### src/rtl/vcap_pkg.sv
package vcap_pkg;

    localparam int DEF_TIMER_W = 32;
    localparam int DEF_CNT_W   = 16;

    // Next-value selection for the window pulse counter.
    typedef enum logic [1:0] {
        CNT_HOLD    = 2'd0,
        CNT_STEP    = 2'd1,
        CNT_RESTART = 2'd2,
        CNT_ZERO    = 2'd3
    } cnt_op_e;

endpackage

### src/rtl/vcap_window_timer.sv
module vcap_window_timer #(
    parameter int TW = vcap_pkg::DEF_TIMER_W
) (
    input  logic          clk,
    input  logic          rst_n,
    input  logic          clear_i,
    input  logic [TW-1:0] reload_i,
    output logic [TW-1:0] timer_o,
    output logic          expire_o
);

    typedef struct packed {
        logic [TW-1:0] timer;
    } tmr_state_t;

    tmr_state_t st_d, st_q;
    logic       at_zero;

    assign at_zero = (st_q.timer == '0);

    always_comb begin
        st_d = st_q;
        if (clear_i || at_zero) begin
            st_d.timer = reload_i;
        end else begin
            st_d.timer = st_q.timer - TW'(1);
        end
    end

    always_ff @(posedge clk or negedge rst_n) begin
        if (!rst_n) begin
            st_q <= '0;
        end else begin
            st_q <= st_d;
        end
    end

    assign timer_o  = st_q.timer;
    assign expire_o = at_zero && !clear_i;

endmodule

### src/rtl/vcap_pulse_count.sv
module vcap_pulse_count #(
    parameter int CW = vcap_pkg::DEF_CNT_W
) (
    input  logic          clk,
    input  logic          rst_n,
    input  logic          clear_i,
    input  logic          restart_i,
    input  logic          pulse_i,
    output logic [CW-1:0] count_o
);

    import vcap_pkg::*;

    localparam logic [CW-1:0] CNT_MAX = {CW{1'b1}};

    typedef struct packed {
        logic [CW-1:0] count;
    } cnt_state_t;

    cnt_state_t st_d, st_q;
    cnt_op_e    op;

    always_comb begin
        if (clear_i) begin
            op = CNT_ZERO;
        end else if (restart_i) begin
            op = CNT_RESTART;
        end else if (pulse_i) begin
            op = CNT_STEP;
        end else begin
            op = CNT_HOLD;
        end
    end

    always_comb begin
        st_d = st_q;
        case (op)
            CNT_ZERO:    st_d.count = '0;
            CNT_RESTART: st_d.count = CW'(pulse_i);
            CNT_STEP:    st_d.count = (st_q.count == CNT_MAX) ? CNT_MAX
                                                              : st_q.count + CW'(1);
            default:     st_d.count = st_q.count;
        endcase
    end

    always_ff @(posedge clk or negedge rst_n) begin
        if (!rst_n) begin
            st_q <= '0;
        end else begin
            st_q <= st_d;
        end
    end

    assign count_o = st_q.count;

endmodule

### src/rtl/vcap_capture.sv
module vcap_capture #(
    parameter int CW = vcap_pkg::DEF_CNT_W
) (
    input  logic          clk,
    input  logic          rst_n,
    input  logic          clear_i,
    input  logic          expire_i,
    input  logic [CW-1:0] count_i,
    input  logic [CW-1:0] compare_i,
    output logic [CW-1:0] capture_o,
    output logic          timer_flag_o,
    output logic          slow_flag_o
);

    typedef struct packed {
        logic [CW-1:0] capture;
        logic          tflag;
        logic          sflag;
    } cap_state_t;

    cap_state_t st_d, st_q;

    always_comb begin
        st_d       = st_q;
        st_d.tflag = 1'b0;
        st_d.sflag = 1'b0;
        if (clear_i) begin
            st_d.capture = '0;
        end else if (expire_i) begin
            st_d.capture = count_i;
            st_d.tflag   = 1'b1;
            st_d.sflag   = (count_i < compare_i);
        end
    end

    always_ff @(posedge clk or negedge rst_n) begin
        if (!rst_n) begin
            st_q <= '0;
        end else begin
            st_q <= st_d;
        end
    end

    assign capture_o    = st_q.capture;
    assign timer_flag_o = st_q.tflag;
    assign slow_flag_o  = st_q.sflag;

endmodule

### src/rtl/enc_vel_capture.sv
module enc_vel_capture #(
    parameter int TIMER_W = vcap_pkg::DEF_TIMER_W,
    parameter int CNT_W   = vcap_pkg::DEF_CNT_W
) (
    input  logic               clk,
    input  logic               rst_n,
    input  logic               enc_pulse_i,
    input  logic [TIMER_W-1:0] reload_i,
    input  logic [CNT_W-1:0]   compare_i,
    input  logic               vel_clear_i,
    output logic [TIMER_W-1:0] timer_o,
    output logic [CNT_W-1:0]   count_o,
    output logic [CNT_W-1:0]   capture_o,
    output logic               timer_flag_o,
    output logic               slow_flag_o
);

    logic expire;

    vcap_window_timer #(.TW(TIMER_W)) u_timer (
        .clk      (clk),
        .rst_n    (rst_n),
        .clear_i  (vel_clear_i),
        .reload_i (reload_i),
        .timer_o  (timer_o),
        .expire_o (expire)
    );

    vcap_pulse_count #(.CW(CNT_W)) u_count (
        .clk       (clk),
        .rst_n     (rst_n),
        .clear_i   (vel_clear_i),
        .restart_i (expire),
        .pulse_i   (enc_pulse_i),
        .count_o   (count_o)
    );

    vcap_capture #(.CW(CNT_W)) u_capture (
        .clk          (clk),
        .rst_n        (rst_n),
        .clear_i      (vel_clear_i),
        .expire_i     (expire),
        .count_i      (count_o),
        .compare_i    (compare_i),
        .capture_o    (capture_o),
        .timer_flag_o (timer_flag_o),
        .slow_flag_o  (slow_flag_o)
    );

endmodule

### config.mk
export PLATFORM = sky130hd
export DESIGN_NAME = enc_vel_capture
export DESIGN_NICKNAME = d
export VERILOG_FILES = /design/src/rtl/vcap_pkg.sv /design/src/rtl/vcap_window_timer.sv /design/src/rtl/vcap_pulse_count.sv /design/src/rtl/vcap_capture.sv /design/src/rtl/enc_vel_capture.sv
export SDC_FILE = /design/constraint.sdc
export NUM_CORES = 1
export LEC_CHECK = 0
export BUFFER_PORTS_ARGS = -buffer_cell sky130_fd_sc_hd__buf_2
export CAP_MARGIN = 20
export CORE_MARGIN = 3
export CORE_UTILIZATION = 51
export DETAILED_ROUTE_END_ITERATION = 10
export PLACE_DENSITY = 0.8
export SLEW_MARGIN = 10
export SYNTH_ARGS = -nofsm -noshare
export SYNTH_HDL_FRONTEND = slang
export SYNTH_SLANG_ARGS = --single-unit
### constraint.sdc
create_clock -name clk -period 4 [get_ports clk]
set_clock_uncertainty 0.1 [all_clocks]
set_input_delay 0.2 -clock clk [delete_from_list [all_inputs] [get_ports clk]]
set_output_delay 0.2 -clock clk [all_outputs]
set_load 0.005 [all_outputs]
==> metrics.yaml <==
outcome:
  status: "finished, final reports clean"
min_path:
  whs_path_depth: 2
  hold_class: "input port to register"
sta:
  fin_crit_sh: 0.897
  setup_viol: 0
  fmax_mhz: 279
  finalHoldViolations: 0
  fin_setup_tns_ns: 0
  slew_violations: 0
  tightest_slew_ns: 0.765
  rsz0062_at_grt: "no"
  layout_min_cycle_time_ns: 3.59
  relSlewSlack: 0.486
synth:
  synthCells: 418
  syn_area_per_cell_sq_um: 8.93
  yosys_register_bits: 66
  synth_seq_area_share: 0.442
  synth_fp_nets: 490
  synthDistinctLibCells: 42
  synth_most_common_cell: "dfrtp_1"
  post_synth_instance_area_sq_mm: 0.00373
  ys_async_sr_fraction: 1.00
  synth-edff-count: 0
  synth_top_area_cell: "dfrtp_1"
  ys.warnings.count: 0
  synthTopCellsByCount: "dfrtp_1, o21ai_0, nand2_1, nor2_1, inv_1"
  yosysTopAreaCellShare: 0.442
  synth_top_flop_cell: "dfrtp_1"
  synthTopCellsByArea: "dfrtp_1, o21ai_0, ha_1, xnor2_1, nand2_1"
cts:
  clockBufferDepth: 2
  cts_num_sinks: 66
  clock_latency_ns: 0.34
  cts_made_buffers: 9
  htreeDepth: 3
  cts_tree: "yes"
  path_clk_slew_ns: 0.07
  cts_root_buf: "clkbuf_8"
  cts_setup_buffers: 0
critical_path:
  path_buf_inv: 1
  r2r_cells: 13
  worstPathMaxFanout: 17
  crit_slowest_cell: "nor4b_1"
  criticalPathCategory: "register to register"
  critPathLaunchType: "register"
  cp-end-kind: "register"
  cp_cell_sequence: "inv_1 > ha_1 > nor4b_1 > nand2_2 > nor4_2 > nand2_1 > a21o_1 > ha_1 > nor2_1 > and2_2 > o21ai_0 > nand2b_1 > o2bb2ai_1"
  arrival_ns: 3.75
  slowest_delay_ns: 0.44
  critPathTopFamily: "simple AND/OR/NAND/NOR gates"
  worstPathRequired_ns: 4.16
  worst_path_most_repeated_cell: "ha_1"
  crit_cells: 13
global_routing:
  grt_antenna_before_repair: 0
  grt-ovfl-total: 0
  grt_use_total: 0.263
  grt_pass1_vias: 3630
  grt_max_degree: 52
  grt_pass1_wl_um: 17700
flow_run:
  cap_violations: 0
routing:
  via_per_inst: 5.60
  totalWireLength_um: 10700
  drt_iter0_drc: 206
  first_pass_iters: 5
  wl_per_cell_um: 16.3
  via_count: 3672
  drc: 0
  ant_nets: 0
floorplanning:
  rows: 30
  dieWidth_um: 91.6
  die_y_um: 91.6
  start_util: 0.538
  dieArea_sq_mm: 0.00838
  io_pins: 118
  coreArea_sq_mm: 0.00694
pwr:
  power.share.switching: 0.277
  ir_drop_mv: 0.190
  p_leak_nw: 2.34
  internal_power_w: 0.00107
  seqPwrFrac: 0.508
  clockPowerShare: 0.337
  power_density_mw_per_mm2: 307
  p_sw_w: 0.000409
  p_comb_frac: 0.154
cells_and_area:
  multiInputGateArea_sq_mm: 0.00190
  num_antenna_cells: 0
  syn_to_final_growth_pct: 28.7
  drive_gt1_frac: 0.257
  stdcell_count: 656
  layout.nets: 628
  final.fill_count: 544
  regArea_sq_mm: 0.00165
placed_design:
  gp_congestion: 0.941
  port_buffers: 117
  hpwl_um: 7420
  placed_cells: 618
[logic make-up after synthesis]
logic type | count (synthesis) | synth area share
XOR/XNOR | 28 | 0.0657
adder cells (fa/ha/maj) | 20 | 0.0670
buffers and inverters | 46 | 0.0493
flip-flops | 66 | 0.442
multiplexers | 1 | 0.00302
AND/OR/NAND/NOR | 152 | 0.197
AO/OA/AOI/OAI | 105 | 0.176
[metal layers]
metal | vias up | GRT usage | share of wire
li1 | 1768 | - | -
met1 | 1718 | 0.346 | 0.43
met2 | 160 | 0.429 | 0.48
met3 | 26 | 0.0439 | 0.065
met4 | 0 | 0.108 | 0.024
met5 | - | 0 | 0
[what timing repair did]
item                       in CTS  in global routing
hold endpoints to repair       47                  0
gates resized for setup         0                  2
hold buffers                   23                  0
setup endpoints to repair       0                 13
[layout by cell type (no fill, tap or decap), types with 9 or more instances in the layout]
master,instances
buf_2,117
dlygate4sd3_1,23
nor4_1,15
nor3_1,14
nor2_1,37
nand2_1,46
o21ai_0,52
clkbuf_8,11
xnor2_1,23
a21oi_1,17
dfrtp_1,66
ha_1,20
inv_1,27
a22o_1,16
nand3_1,9
[worst reg2reg max path, stage by stage (launching register included)]
cell and delay, ns:
dfrtp_1 0.43, inv_1 0.08, ha_1 0.24, nor4b_1 0.44
nand2_2 0.28, nor4_2 0.44, nand2_1 0.14, a21o_1 0.20
ha_1 0.31, nor2_1 0.15, and2_2 0.35, o21ai_0 0.14
nand2b_1 0.09, o2bb2ai_1 0.10
[flip-flops by register name, indices dropped and copies added, names as in the netlist]
name and cells:
u_timer.timer_o 32, u_count.count_o 16, u_capture.timer_flag_o 1, u_capture.slow_flag_o 1, u_capture.capture_o 16
[power groups by stage]
stage	clock, W	sequential (W)	combinational (W)
final	0.000498	0.000750	0.000228
after global placement	0	0.000758	0.000200
after detailed placement	0	0.000761	0.000207
after global routing	0.000538	0.000756	0.000255
after floorplan	0	0.000755	0.000105
after CTS	0.000506	0.000748	0.000226
[worst paths after layout]
check | start | to | slack [ns]
max | u_timer.timer_o[0] | u_count.count_o[11] | 0.41
min | reload_i[22] | u_timer.timer_o[22] | 0.006
max reg2reg | u_timer.timer_o[0] | u_count.count_o[11] | 0.41
min reg2reg | u_capture.capture_o[11] | u_capture.capture_o[11] | 0.41
max in group asynchronous | rst_n | u_timer.timer_o[25] | 2.55
min in group asynchronous | rst_n | u_timer.timer_o[11] | 0.31
[per-stage QoR]
| stage | cell area (sq um) | total power (W) | hold WS [ns] | worst slack [ns] | util |
|---|---|---|---|---|---|
| after CTS | 4800 | 0.00148 | 0.000191 | 0.156 | 0.691 |
| after detailed placement | 4400 | 0.000968 | 0.150 | 0.193 | 0.633 |
| after floorplan | 3730 | 0.000861 | -0.196 | 0.512 | - |
| after global routing | 4800 | 0.00155 | 0.00248 | 0.0488 | 0.692 |
| after global placement | 4400 | 0.000958 | 0.149 | 0.466 | 0.633 |
| final | 4800 | 0.00148 | 0.00586 | 0.411 | 0.692 |
[layout make-up]
class | count | area share
sequential | 66 | 0.344
clock buffer | 13 | 0.0331
clock inverter | 2 | 0.00260
timing repair buffer | 145 | 0.178
inverter | 28 | 0.0219
tap | 96 | 0.0250
multi-input combinational | 306 | 0.396
(Power assumes the default switching activity.)
